### src/rtl/aai_pkg.sv
package aai_pkg;
    localparam logic [7:0] OP_WORD   = 8'hAD;
    localparam logic [7:0] OP_STATUS = 8'h05;
    localparam logic [7:0] OP_DISABLE = 8'h04;
    localparam logic [7:0] OP_IND_ON  = 8'h70;
    localparam logic [7:0] OP_IND_OFF = 8'h80;

    typedef enum logic [1:0] {
        ST_IDLE  = 2'd0,
        ST_BUSY  = 2'd1,
        ST_READY = 2'd2
    } aai_state_t;
endpackage

### src/rtl/aai_busy_timer.sv
module aai_busy_timer #(
    parameter int CYCLES = 6
) (
    input  logic clk,
    input  logic rst_n,
    input  logic start,
    output logic done
);
    localparam int CW = $clog2(CYCLES + 1);
    localparam logic [CW-1:0] LOAD = CW'(CYCLES - 1);

    logic [CW-1:0] cnt;

    always_ff @(posedge clk) begin
        if (!rst_n)
            cnt <= '0;
        else if (start)
            cnt <= LOAD;
        else if (cnt != '0)
            cnt <= cnt - 1'b1;
    end

    assign done = (cnt == '0);

    p_cnt_bound_r4: assert property (@(posedge clk) disable iff (!rst_n)
        cnt <= LOAD);
endmodule

### src/rtl/aai_addr_ptr.sv
module aai_addr_ptr #(
    parameter int AW = 20
) (
    input  logic          clk,
    input  logic          rst_n,
    input  logic          load,
    input  logic          adv,
    input  logic [AW-1:0] load_addr,
    input  logic [AW:0]   floor,
    output logic [AW-1:0] base_addr,
    output logic [AW-1:0] cur_addr,
    output logic          word_ok,
    output logic          at_end
);
    localparam logic [AW:0] ONE = (AW+1)'(1);
    localparam logic [AW:0] TWO = (AW+1)'(2);

    logic [AW:0] base_w;
    logic [AW:0] ptr;

    assign base_w    = {1'b0, load_addr} & ~ONE;
    assign base_addr = base_w[AW-1:0];
    assign word_ok   = (base_w + ONE) < floor;
    assign cur_addr  = ptr[AW-1:0];
    assign at_end    = (ptr + ONE) >= floor;

    always_ff @(posedge clk) begin
        if (!rst_n)
            ptr <= '0;
        else if (load)
            ptr <= base_w + TWO;
        else if (adv)
            ptr <= ptr + TWO;
    end

    p_ptr_even_r3: assert property (@(posedge clk) disable iff (!rst_n)
        ptr[0] == 1'b0);
    p_ptr_step_r3: assert property (@(posedge clk) disable iff (!rst_n)
        (adv && !load) |=> ptr == $past(ptr) + TWO);
endmodule

### src/rtl/aai_so_ind.sv
module aai_so_ind (
    input  logic clk,
    input  logic rst_n,
    input  logic set_en,
    input  logic clr_en,
    input  logic mode_on,
    input  logic busy,
    input  logic cs_n,
    output logic so_oe,
    output logic so_level
);
    logic ind_en;

    always_ff @(posedge clk) begin
        if (!rst_n)
            ind_en <= 1'b0;
        else if (set_en)
            ind_en <= 1'b1;
        else if (clr_en)
            ind_en <= 1'b0;
    end

    assign so_oe    = ind_en && mode_on && !cs_n;
    assign so_level = !busy;

    p_so_float_r8: assert property (@(posedge clk) disable iff (!rst_n)
        cs_n |-> !so_oe);
    p_so_mode_r9: assert property (@(posedge clk) disable iff (!rst_n)
        !mode_on |-> !so_oe);
endmodule

### src/rtl/aai_word_seq.sv
module aai_word_seq
    import aai_pkg::*;
#(
    parameter int AW          = 20,
    parameter int DW          = 8,
    parameter int PROG_CYCLES = 6
) (
    input  logic            clk,
    input  logic            rst_n,
    input  logic            cmd_valid,
    input  logic [7:0]      cmd_code,
    input  logic [AW-1:0]   cmd_addr,
    input  logic [2*DW-1:0] cmd_data,
    input  logic            wel_i,
    input  logic [AW:0]     prot_floor,
    input  logic            cs_n,
    output logic            prog_req,
    output logic [AW-1:0]   prog_addr,
    output logic [2*DW-1:0] prog_data,
    output logic            busy,
    output logic            aai_flag,
    output logic            wel_clr,
    output logic            so_oe,
    output logic            so_level
);
    localparam int WW = 2 * DW;

    aai_state_t state_q, state_d;

    logic            t_done;
    logic            word_ok, at_end;
    logic [AW-1:0]   base_addr, cur_addr;
    logic            go_enter, go_next, go_exit;
    logic            ind_set, ind_clr;
    logic            req_q, clr_q;
    logic [AW-1:0]   addr_q;
    logic [WW-1:0]   data_q;

    // next-state and transition decode
    always_comb begin
        state_d  = state_q;
        go_enter = 1'b0;
        go_next  = 1'b0;
        go_exit  = 1'b0;
        ind_set  = 1'b0;
        ind_clr  = 1'b0;
        unique case (state_q)
            ST_IDLE: begin
                if (cmd_valid && cmd_code == OP_WORD && wel_i && word_ok) begin
                    go_enter = 1'b1;
                    state_d  = ST_BUSY;
                end
                ind_set = cmd_valid && cmd_code == OP_IND_ON;
                ind_clr = cmd_valid && cmd_code == OP_IND_OFF;
            end
            ST_BUSY: begin
                if (t_done) begin
                    if (at_end) begin
                        go_exit = 1'b1;
                        state_d = ST_IDLE;
                    end else begin
                        state_d = ST_READY;
                    end
                end
            end
            ST_READY: begin
                if (cmd_valid && cmd_code == OP_WORD) begin
                    go_next = 1'b1;
                    state_d = ST_BUSY;
                end else if (cmd_valid && cmd_code == OP_DISABLE) begin
                    go_exit = 1'b1;
                    state_d = ST_IDLE;
                end
            end
            default: state_d = ST_IDLE;
        endcase
    end

    // state register
    always_ff @(posedge clk) begin
        if (!rst_n)
            state_q <= ST_IDLE;
        else
            state_q <= state_d;
    end

    // registered outputs
    always_ff @(posedge clk) begin
        if (!rst_n) begin
            req_q  <= 1'b0;
            clr_q  <= 1'b0;
            addr_q <= '0;
            data_q <= '0;
        end else begin
            req_q <= go_enter || go_next;
            clr_q <= go_exit;
            if (go_enter) begin
                addr_q <= base_addr;
                data_q <= cmd_data;
            end else if (go_next) begin
                addr_q <= cur_addr;
                data_q <= cmd_data;
            end
        end
    end

    assign prog_req  = req_q;
    assign prog_addr = addr_q;
    assign prog_data = data_q;
    assign wel_clr   = clr_q;
    assign busy      = (state_q == ST_BUSY);
    assign aai_flag  = (state_q != ST_IDLE);

    aai_busy_timer #(.CYCLES(PROG_CYCLES)) u_timer (
        .clk   (clk),
        .rst_n (rst_n),
        .start (go_enter || go_next),
        .done  (t_done)
    );

    aai_addr_ptr #(.AW(AW)) u_ptr (
        .clk       (clk),
        .rst_n     (rst_n),
        .load      (go_enter),
        .adv       (go_next),
        .load_addr (cmd_addr),
        .floor     (prot_floor),
        .base_addr (base_addr),
        .cur_addr  (cur_addr),
        .word_ok   (word_ok),
        .at_end    (at_end)
    );

    aai_so_ind u_ind (
        .clk      (clk),
        .rst_n    (rst_n),
        .set_en   (ind_set),
        .clr_en   (ind_clr),
        .mode_on  (aai_flag),
        .busy     (busy),
        .cs_n     (cs_n),
        .so_oe    (so_oe),
        .so_level (so_level)
    );

    p_req_in_mode_r1: assert property (@(posedge clk) disable iff (!rst_n)
        prog_req |-> (aai_flag && busy));
    p_req_pulse_r1: assert property (@(posedge clk) disable iff (!rst_n)
        prog_req |=> !prog_req);
    p_req_even_r1: assert property (@(posedge clk) disable iff (!rst_n)
        prog_req |-> !prog_addr[0]);
    p_enter_wel_r2: assert property (@(posedge clk) disable iff (!rst_n)
        $rose(aai_flag) |-> $past(wel_i));
    p_clr_exit_r6: assert property (@(posedge clk) disable iff (!rst_n)
        wel_clr |-> (!aai_flag && $past(aai_flag)));
endmodule

### config.mk
export PLATFORM = sky130hd
export DESIGN_NAME = aai_word_seq
export DESIGN_NICKNAME = d
export VERILOG_FILES = /design/src/rtl/aai_pkg.sv /design/src/rtl/aai_busy_timer.sv /design/src/rtl/aai_addr_ptr.sv /design/src/rtl/aai_so_ind.sv /design/src/rtl/aai_word_seq.sv
export SDC_FILE = /design/constraint.sdc
export NUM_CORES = 1
export LEC_CHECK = 0
export CORE_MARGIN = 1.5
export CORE_UTILIZATION = 65
export DETAILED_ROUTE_END_ITERATION = 8
export DONT_BUFFER_PORTS = 1
export PLACE_DENSITY = 0.93
export RECOVER_POWER = 100
export SYNTH_ARGS = -nofsm -noshare
export SYNTH_HDL_FRONTEND = slang
export SYNTH_HIERARCHICAL = 1
export SYNTH_SLANG_ARGS = --single-unit
### constraint.sdc
create_clock -name clk -period 8.14 [get_ports clk]
set_input_delay 0 -clock clk [delete_from_list [all_inputs] [get_ports clk]]
set_output_delay 0 -clock clk [all_outputs]
set_load 0.005 [all_outputs]
==> results.sh, run 1 <==
export IMPL_failed_checks="capacitance limit, slew limit"
export IMPL_diodes=0
export IMPL_fp_dieW_microns=89.9
export IMPL_drc_errors=0
export IMPL_min_period_ns=4.93
export IMPL_ys_warn_count=6
export IMPL_slew_violations=60
export IMPL_synth_seq_cells=64
export IMPL_grt_usage=0.324
export IMPL_synth_common_cells="nand2_1 (101), dfxtp_1 (64), buf_4 (46), ha_1 (46), inv_1 (39)"
export IMPL_yosysTopAreaCell="dfxtp_1"
export IMPL_cts_sinks=64
export IMPL_gp_congestion=0.868
export IMPL_clk_pin_slew_ns=0.09
export IMPL_grt_pass1_wl_microns=21400
export IMPL_yosysTopAreaCellShare=0.261
export IMPL_outcome="complete, but fails checks"
export IMPL_grt_ovfl_total=0
export IMPL_synth_edf_count=0
export IMPL_ys_async_sr_fraction=0
export IMPL_critPathKind="in2reg"
export IMPL_syn_cell_area_sq_um=4910
export IMPL_worstMarginPinSlew_ns=1.62
export IMPL_fin_tns_setup_ns=0
export IMPL_cts_tree="yes"
export IMPL_synth_cell_types=65
export IMPL_ys_top_cells_by_area="dfxtp_1 (26%), ha_1 (12%), nand2_1 (7.7%), buf_4 (7.0%), o21ai_0 (3.7%)"
export IMPL_hpwl_microns=8260
export IMPL_final_util=0.721
export IMPL_grt_pass1_vias=4361
export IMPL_yosysMostFrequentCell="nand2_1"
export IMPL_worstPathArrival_ns=5.18
export IMPL_postSynthAreaPerCell_sq_um=8.09
export IMPL_fp_dieArea_sq_um=8090
export IMPL_hp_class="in2out"
export IMPL_period_share=0.605
export IMPL_rsz0062_at_grt="false"
export IMPL_design_core_area_sq_um=7290
export IMPL_slew_headroom=-0.0802
export IMPL_cp_start_kind="primary input"
export IMPL_hold_viol=0
export IMPL_cts_root_buffer_cell="clkbuf_8"
export IMPL_drive_gt1_frac=0.0565
export IMPL_synthCells=607
export IMPL_wl_per_cell_microns=19.4
export IMPL_cts_resized=0
export IMPL_numCtsBuffers=9
export IMPL_row_count=31
export IMPL_place_ws_ns=3.42
export IMPL_fmax_ghz=0.203
export IMPL_io_pin_count=112
export IMPL_vias=4696
export IMPL_nets=713
export IMPL_critPathMaxFanout=73
export IMPL_p_total_uw=774
export IMPL_ys_flop_type="dfxtp_1"
export IMPL_antenna_found_initial=0
export IMPL_die_h_microns=89.9
export IMPL_wirelength_microns=13600
export IMPL_syn2layout_area_growth_pct=7.03
export IMPL_postCtsSetupBuffers=0
export IMPL_skew_ns=0.0115
export IMPL_cp_end_kind="register"
export IMPL_via_per_inst=6.70
export IMPL_fin_ws_ns=3.21
export IMPL_clk_latency_ns=0.35
export IMPL_start_util=0.673
export IMPL_yosysSeqAreaShare=0.261
export IMPL_dr_pass1_iters=7
export IMPL_p_leak_uw=0.00212
export IMPL_cts_max_level=3
export IMPL_numPortBuffers=0
export IMPL_drt_iter0_markers=594
export IMPL_required_ns=8.39
export IMPL_postRouteAntennaNets=0
export IMPL_grt_max_degree=74
export IMPL_drv_cap=1
export IMPL_powerDensity_nw_per_um2=147
export IMPL_peakVddDrop_mv=0.0932
export IMPL_setup_violations=0
export IMPL_cts_path_max_buffers=2
-- repair_timing --
| action | CTS | global route |
|---|---|---|
| endpoints found under the setup margin | 0 | 0 |
| hold endpoints to repair | 60 | 0 |
| hold buffers | 44 | 0 |
-- layout make-up --
cell class / instances / area, sq um
Clock buffer: 9 / 124
Clock inverter: 7 / 125
Fill cell: 489 / 2040
Inverter: 41 / 154
Multi-Input combinational cell: 435 / 2990
Sequential cell: 64 / 1280
Tap cell: 99 / 124
Timing Repair Buffer: 46 / 462
-- per-stage QoR --
stage	area, sq um	std cells	hold WS [ns]
after floorplan	4910	608	0.0311
after global placement	4590	641	0.0347
after detailed placement	4590	641	0.0334
after CTS	5290	701	0.0190
after global routing	5260	701	0.0343
final	5260	701	0.0327
-- sequential cells by signal, summed over array words and instances (netlist names) --
register	count
prog_req	1
u_timer/cnt	3
wel_clr	1
prog_data	16
prog_addr	20
state_q	2
u_ptr/ptr	20
u_ind/ind_en	1
-- power by group --
part | leakage [uW] | internal, uW | switching [uW]
clock network | 0.000125 | 207 | 142
registers | 0.000516 | 318 | 2.86
logic | 0.00148 | 49.7 | 53.8
total | 0.00212 | 575 | 199
-- layer usage --
metal	part of all wire	vias up	global-route usage	routed length, microns
met4	0.036	0	0.135	488
met5	0	-	0	0
met3	0.10	61	0.0981	1430
met1	0.39	2177	0.383	5270
li1	-	2108	-	-
met2	0.47	350	0.543	6440
-- worst max-delay path, cell delays in order --
cell,delay (ns)
inv_1,0.05
ha_1,0.31
a21oi_1,0.14
o21ai_0,0.13
a2111oi_0,0.42
o21ai_0,0.25
a21oi_1,0.25
and3_1,0.23
and4_2,0.23
buf_4,0.56
nand2_1,0.17
o21ai_0,0.19
ha_1,0.33
nand4b_1,0.26
a222oi_1,0.41
clkbuf_1,0.55
nand2_1,0.15
and3b_1,0.23
a311o_1,0.31
-- layout by cell type, fill, tap and decap left out, types with 9 or more instances in the layout --
cell type / Yosys / routed
nor2_1: 14 / 14
a21oi_1: 27 / 27
mux2i_1: 15 / 15
nand4_1: 12 / 12
nor3_1: 13 / 13
nand2_1: 101 / 101
xor2_1: 9 / 9
inv_1: 39 / 40
o21ai_0: 36 / 36
a21boi_0: 5 / 18
clkbuf_8: 0 / 9
a31oi_1: 17 / 17
dlygate4sd3_1: 0 / 43
ha_1: 46 / 46
xnor2_1: 11 / 11
nand3_1: 14 / 14
dfxtp_1: 64 / 64
-- worst paths after layout --
| check | slack [ns] | cells past startpoint | from | to |
|---|---|---|---|---|
| worst max-delay path | 3.21 | 19 | prot_floor[12] | u_ptr/ptr[13]$_SDFFE_PN0P_ |
| worst min-delay path | 0.03 | 1 | cs_n | so_oe |
| worst max register to register | 3.74 | 14 | state_q[1]$_SDFFE_PN0P_ | u_ptr/ptr[13]$_SDFFE_PN0P_ |
| worst min register to register | 0.50 | 2 | prog_data[1]$_SDFFE_PN0P_ | prog_data[1]$_SDFFE_PN0P_ |
-- kinds of logic (layout without fill, tap and decap cells) --
logic type | count (synthesis) | in the layout | share of synthesized area
simple gates | 201 | 201 | 0.215
flops | 64 | 64 | 0.261
mux | 20 | 20 | 0.0420
xor+xnor | 20 | 20 | 0.0357
buf+inv | 109 | 103 | 0.126
fa+ha+maj | 46 | 46 | 0.117
compound gates | 146 | 146 | 0.203
other cells | 1 | 2 | 0.000764
Note: power is estimated with default switching activity, not from simulation.
==> inputs of run 2 (changes only) <==
CORE_UTILIZATION = 59   (was 65)
PLACE_DENSITY = 0.9   (was 0.93)
clock period = 4.5 ns   (was 8.14 ns; I/O delays follow)
==> results.sh, run 2 (synthesized netlist as in run 1, its figures left out) <==
export IMPL_outcome="complete, but fails checks"
export IMPL_failed_checks="capacitance limit, slew limit"
export IMPL_r2r_end="u_ptr/ptr[13]$_SDFFE_PN0P_"
export IMPL_start_util=0.604
export IMPL_grt_max_degree=66
export IMPL_drive_gt1_frac=0.0630
export IMPL_die_h_microns=94.2
export IMPL_numPortBuffers=0
export IMPL_diodes=0
export IMPL_holdWs_ns=0.0158
export IMPL_skew_ns=0.00879
export IMPL_wl_per_cell_microns=18.6
export IMPL_postCtsSetupBuffers=0
export IMPL_layout_common_cells="nand2_1 (101), dfxtp_1 (64), ha_1 (46), dlygate4sd3_1 (41), inv_1 (40)"
export IMPL_grt_pass1_wl_microns=20400
export IMPL_cts_root_buffer_cell="clkbuf_8"
export IMPL_vias=4608
export IMPL_clk_pin_slew_ns=0.08
export IMPL_filler_cell_count=627
export IMPL_antenna_found_initial=1
export IMPL_ff2ff_setup_slack_ns=0.93
export IMPL_final_common_cell="nand2_1"
export IMPL_whs_endpoint="u_ptr/ptr[16]$_SDFFE_PN0P_"
export IMPL_cts_tree="yes"
export IMPL_grt_pass1_vias=4382
export IMPL_worstMarginPinSlew_ns=1.58
export IMPL_slew_headroom=-0.0522
export IMPL_postRouteAntennaNets=0
export IMPL_setup_violations=0
export IMPL_io_pin_count=112
export IMPL_fin_tns_setup_ns=0
export IMPL_min_from="rst_n"
export IMPL_cts_resized=0
export IMPL_via_per_inst=6.51
export IMPL_drc_errors=0
export IMPL_p_leak_uw=0.00209
export IMPL_gp_congestion=0.942
export IMPL_powerDensity_nw_per_um2=242
export IMPL_fmax_ghz=0.238
export IMPL_cts_sinks=64
export IMPL_r2r_start="state_q[0]$_SDFFE_PN0P_"
export IMPL_grt_ovfl_total=0
export IMPL_syn2layout_area_growth_pct=6.52
export IMPL_hold_viol=0
export IMPL_nets=714
export IMPL_rsz0062_at_grt="false"
export IMPL_wirelength_microns=13200
export IMPL_fp_dieW_microns=94.2
export IMPL_cts_max_level=3
export IMPL_period_share=0.933
export IMPL_cts_path_max_buffers=2
export IMPL_hp_class="in2reg"
export IMPL_grt_usage=0.293
export IMPL_critPathKind="in2reg"
export IMPL_required_ns=4.74
export IMPL_row_count=33
export IMPL_worstPathArrival_ns=4.44
export IMPL_peakVddDrop_mv=0.123
export IMPL_cp_end_kind="register"
export IMPL_hpwl_microns=8770
export IMPL_design_core_area_sq_um=8130
export IMPL_cp_start_kind="primary input"
export IMPL_clk_latency_ns=0.34
export IMPL_fp_dieArea_sq_um=8880
export IMPL_dr_pass1_iters=5
export IMPL_numCtsBuffers=9
export IMPL_rr_worst_depth=12
export IMPL_min_period_ns=4.20
export IMPL_slew_violations=60
export IMPL_hold_depth=3
export IMPL_drv_cap=1
export IMPL_critPathMaxFanout=13
export IMPL_drt_iter0_markers=485
-- run 2: cell count changes in the layout (fill, tap and decap cells not counted), sizes merged --
| cell | previous run | this run |
|---|---|---|
| bufinv | 3 | 1 |
| clkinvlp | 0 | 2 |
| buf | 2 | 4 |
| clkbuf | 10 | 11 |
| inv | 43 | 40 |
| clkinv | 2 | 5 |
| dlygate4sd3 | 43 | 41 |
-- run 2: critical path, cell delays in order --
cell and delay [ns]:
inv_1 0.04, ha_1 0.30, a21oi_1 0.14, o21ai_0 0.14
a2111oi_0 0.51, o21ai_0 0.22, a21oi_1 0.27, and3_1 0.26
and4_2 0.38, nand2_1 0.10, o21ai_0 0.13, ha_1 0.31
nand4b_1 0.19, a222oi_1 0.44, clkbuf_2 0.35, nand2_1 0.12
and3b_1 0.21, a311o_1 0.30
-- run 2: timing repair --
| action | CTS | global route |
|---|---|---|
| hold buffers | 42 | 0 |
| hold endpoints to repair | 60 | 0 |
| endpoints found under the setup margin | 0 | 0 |
-- run 2: worst max-delay path by stage --
stage	from	to	slack [ns]	cells after the start
floorplan	prot_floor[12]	u_ptr/ptr[15]$_SDFFE_PN0P_	0.03	23
global placement	prot_floor[12]	u_ptr/ptr[13]$_SDFFE_PN0P_	0.45	18
detailed placement	prot_floor[12]	u_ptr/ptr[13]$_SDFFE_PN0P_	0.21	18
CTS	prot_floor[12]	u_ptr/ptr[13]$_SDFFE_PN0P_	0.57	18
global route	prot_floor[12]	u_ptr/ptr[13]$_SDFFE_PN0P_	0.11	18
finish	prot_floor[12]	u_ptr/ptr[13]$_SDFFE_PN0P_	0.30	18
-- run 2: area by class of cell --
cell class	count	area (sq um)	area share
clock inverter	7	72.6	0.0139
sequential	64	1280	0.245
timing repair buffer	47	474	0.0906
multi-input combinational	435	2990	0.572
clock buffer	9	124	0.0237
inverter	41	154	0.0294
tap	105	131	0.0251
-- run 2: metrics by stage --
| step | total power (uW) | instances | util | instance area, sq um | setup WS, ns |
|---|---|---|---|---|---|
| after global placement | 725 | 650 | 0.570 | 4630 | 0.450 |
| after global routing | 1320 | 708 | 0.643 | 5230 | 0.109 |
| after detailed placement | 739 | 650 | 0.570 | 4630 | 0.214 |
| after CTS | 1270 | 708 | 0.647 | 5260 | 0.568 |
| final | 1260 | 708 | 0.643 | 5230 | 0.303 |
| after floorplan | 728 | 608 | - | 4910 | 0.0308 |
-- run 2: per-layer routing --
metal / global-route usage / routed length, microns / vias up / part of all wire
met2: 0.510 / 6360 / 312 / 0.48
met5: 0 / 14 / - / 0.0011
li1: - / - / 2104 / -
met4: 0.126 / 381 / 2 / 0.029
met3: 0.0623 / 1240 / 46 / 0.094
met1: 0.345 / 5200 / 2144 / 0.39
-- run 2: where the power goes --
| part | total, uW | internal, uW | switching, uW |
|---|---|---|---|
| Clock | 496 | 255 | 241 |
| Combinational | 187 | 88.9 | 97.9 |
| Sequential | 581 | 576 | 4.97 |
| Total | 1260 | 920 | 344 |
==> inputs of run 3 (changes only) <==
CORE_UTILIZATION = 45   (was 59)
PLACE_DENSITY = 0.74   (was 0.9)
==> results.sh, run 3 (synthesized netlist as in run 1, its figures left out) <==
export IMPL_cp_end_kind="register"
export IMPL_drc_errors=0
export IMPL_cp_start_kind="primary input"
export IMPL_numPortBuffers=0
export IMPL_fin_tns_setup_ns=0
export IMPL_critical_path_slowest_cell="dlygate4sd3_1"
export IMPL_nets=723
export IMPL_wl_per_cell_microns=17.5
export IMPL_grt_pass1_vias=4215
export IMPL_postCtsSetupBuffers=0
export IMPL_drive_gt1_frac=0.0637
export IMPL_hold_viol=0
export IMPL_outcome="complete, but fails checks"
export IMPL_cts_path_max_buffers=2
export IMPL_design_core_area_sq_um=10500
export IMPL_multi_input_area_sq_um=3010
export IMPL_critPathMaxStageDelay_ns=0.55
export IMPL_numCtsBuffers=9
export IMPL_drt_iter0_markers=462
export IMPL_filler_cell_count=962
export IMPL_cts_root_buffer_cell="clkbuf_8"
export IMPL_io_pin_count=112
export IMPL_p_leak_uw=0.00217
export IMPL_diodes=0
export IMPL_drv_cap=1
export IMPL_syn2layout_area_growth_pct=10.2
export IMPL_dr_pass1_iters=6
export IMPL_rr_worst_depth=14
export IMPL_slew_violations=60
export IMPL_row_count=37
export IMPL_grt_max_degree=60
export IMPL_layout_common_cells="nand2_1 (101), dfxtp_1 (64), dlygate4sd3_1 (49), ha_1 (46), inv_1 (40)"
export IMPL_min_period_ns=4.19
export IMPL_postRouteAntennaNets=0
export IMPL_rsz0062_at_grt="false"
export IMPL_p_total_uw=1350
export IMPL_cts_tree="yes"
export IMPL_skew_ns=0.0123
export IMPL_hp_class="in2out"
export IMPL_powerDensity_nw_per_um2=250
export IMPL_cts_max_level=3
export IMPL_cts_sinks=64
export IMPL_failed_checks="capacitance limit, slew limit"
export IMPL_clk_latency_ns=0.35
export IMPL_fmax_ghz=0.239
export IMPL_grt_usage=0.226
export IMPL_hold_depth=1
export IMPL_cp_cell_sequence="inv_1 > ha_1 > a21oi_1 > o21ai_0 > a2111oi_0 > o21ai_0 > a21oi_2 > and3_1 > and4_2 > nand2_1 > o21ai_0 > ha_1 > nand4b_1 > a222oi_1 > buf_4 > nand2_1 > xnor2_1 > o211a_1 > dlygate4sd3_1"
export IMPL_worstMarginPinSlew_ns=1.57
export IMPL_gp_congestion=0.853
export IMPL_critPathMaxFanout=13
export IMPL_seq_area_sq_um=1280
export IMPL_fp_dieW_microns=107
export IMPL_cpMostUsedCell="o21ai_0"
export IMPL_grt_ovfl_total=0
export IMPL_hpwl_microns=9020
export IMPL_grt_pass1_wl_microns=20500
export IMPL_worstPathArrival_ns=4.43
export IMPL_required_ns=4.74
export IMPL_wirelength_microns=13100
export IMPL_final_common_cell="nand2_1"
export IMPL_setup_violations=0
export IMPL_fp_dieArea_sq_um=11500
export IMPL_via_per_inst=5.99
export IMPL_period_share=0.931
export IMPL_clk_pin_slew_ns=0.07
export IMPL_start_util=0.469
export IMPL_peakVddDrop_mv=0.184
export IMPL_die_h_microns=107
export IMPL_vias=4480
export IMPL_antenna_found_initial=0
export IMPL_critPathKind="in2reg"
export IMPL_slew_headroom=-0.0489
## run 3: cell count changes in the layout (fill, tap and decap cells not counted), sizes merged
cell         before  now
dlygate4sd3      41   49
clkbuf           11   14
clkinv            5    2
buf               4    5
bufinv            1    2
clkinvlp          2    1
## run 3: metrics by stage
| stage | instance area, sq um | worst slack [ns] | utilization | std cells | hold WS (ns) |
|---|---|---|---|---|---|
| detailed placement | 4680 | 0.387 | 0.447 | 682 | 0.0350 |
| finish | 5410 | 0.309 | 0.517 | 748 | 0.0341 |
| global placement | 4680 | 0.491 | 0.447 | 682 | 0.0362 |
| floorplan | 4910 | 0.0308 | - | 608 | 0.0311 |
| CTS | 5420 | 0.308 | 0.518 | 748 | 0.0208 |
| global route | 5410 | 0.0155 | 0.517 | 748 | 0.0399 |
## run 3: layer usage
metal  up-vias  part of all wire  wire length [microns]  global-route usage
met3        26             0.077                   1000              0.0581
met5         -                 0                      0                   0
li1       2132                 -                      -                   -
met2       223              0.48                   6240               0.381
met1      2099              0.42                   5560               0.277
met4         0             0.022                    292              0.0818
## run 3: area by class of cell
type,count,area share
sequential,64,0.237
timing repair buffer,56,0.104
tap,136,0.0314
clock buffer,12,0.0287
multi-input combinational,435,0.557
inverter,41,0.0284
clock inverter,4,0.0141
## run 3: report_power, final
group / switching, uW / leakage (uW) / internal [uW]
clock: 237 / 0.000113 / 343
combinational: 99.3 / 0.00154 / 91.2
sequential: 5.01 / 0.000516 / 576
## run 3: path summary, 6_finish.rpt
| check | startpoint | endpoint | slack, ns |
|---|---|---|---|
| min | cs_n | so_oe | 0.03 |
| max reg2reg | state_q[1]$_SDFFE_PN0P_ | u_ptr/ptr[9]$_SDFFE_PN0P_ | 0.36 |
| min reg2reg | prog_data[8]$_SDFFE_PN0P_ | prog_data[8]$_SDFFE_PN0P_ | 0.49 |
| max | prot_floor[12] | u_ptr/ptr[9]$_SDFFE_PN0P_ | 0.31 |
## run 3: critical path: cells and delay by family
kind | cells | cell delay (ns)
xor+xnor | 1 | 0.16
fa+ha+maj | 2 | 0.60
compound gates | 8 | 1.78
simple gates | 5 | 1.05
buf+inv | 3 | 0.85
## run 3: repair_timing
action / CTS / global route
hold buffers: 50 / 0
setup endpoints to repair: 0 / 1
resized for setup: 0 / 1
hold endpoints to repair: 61 / 0
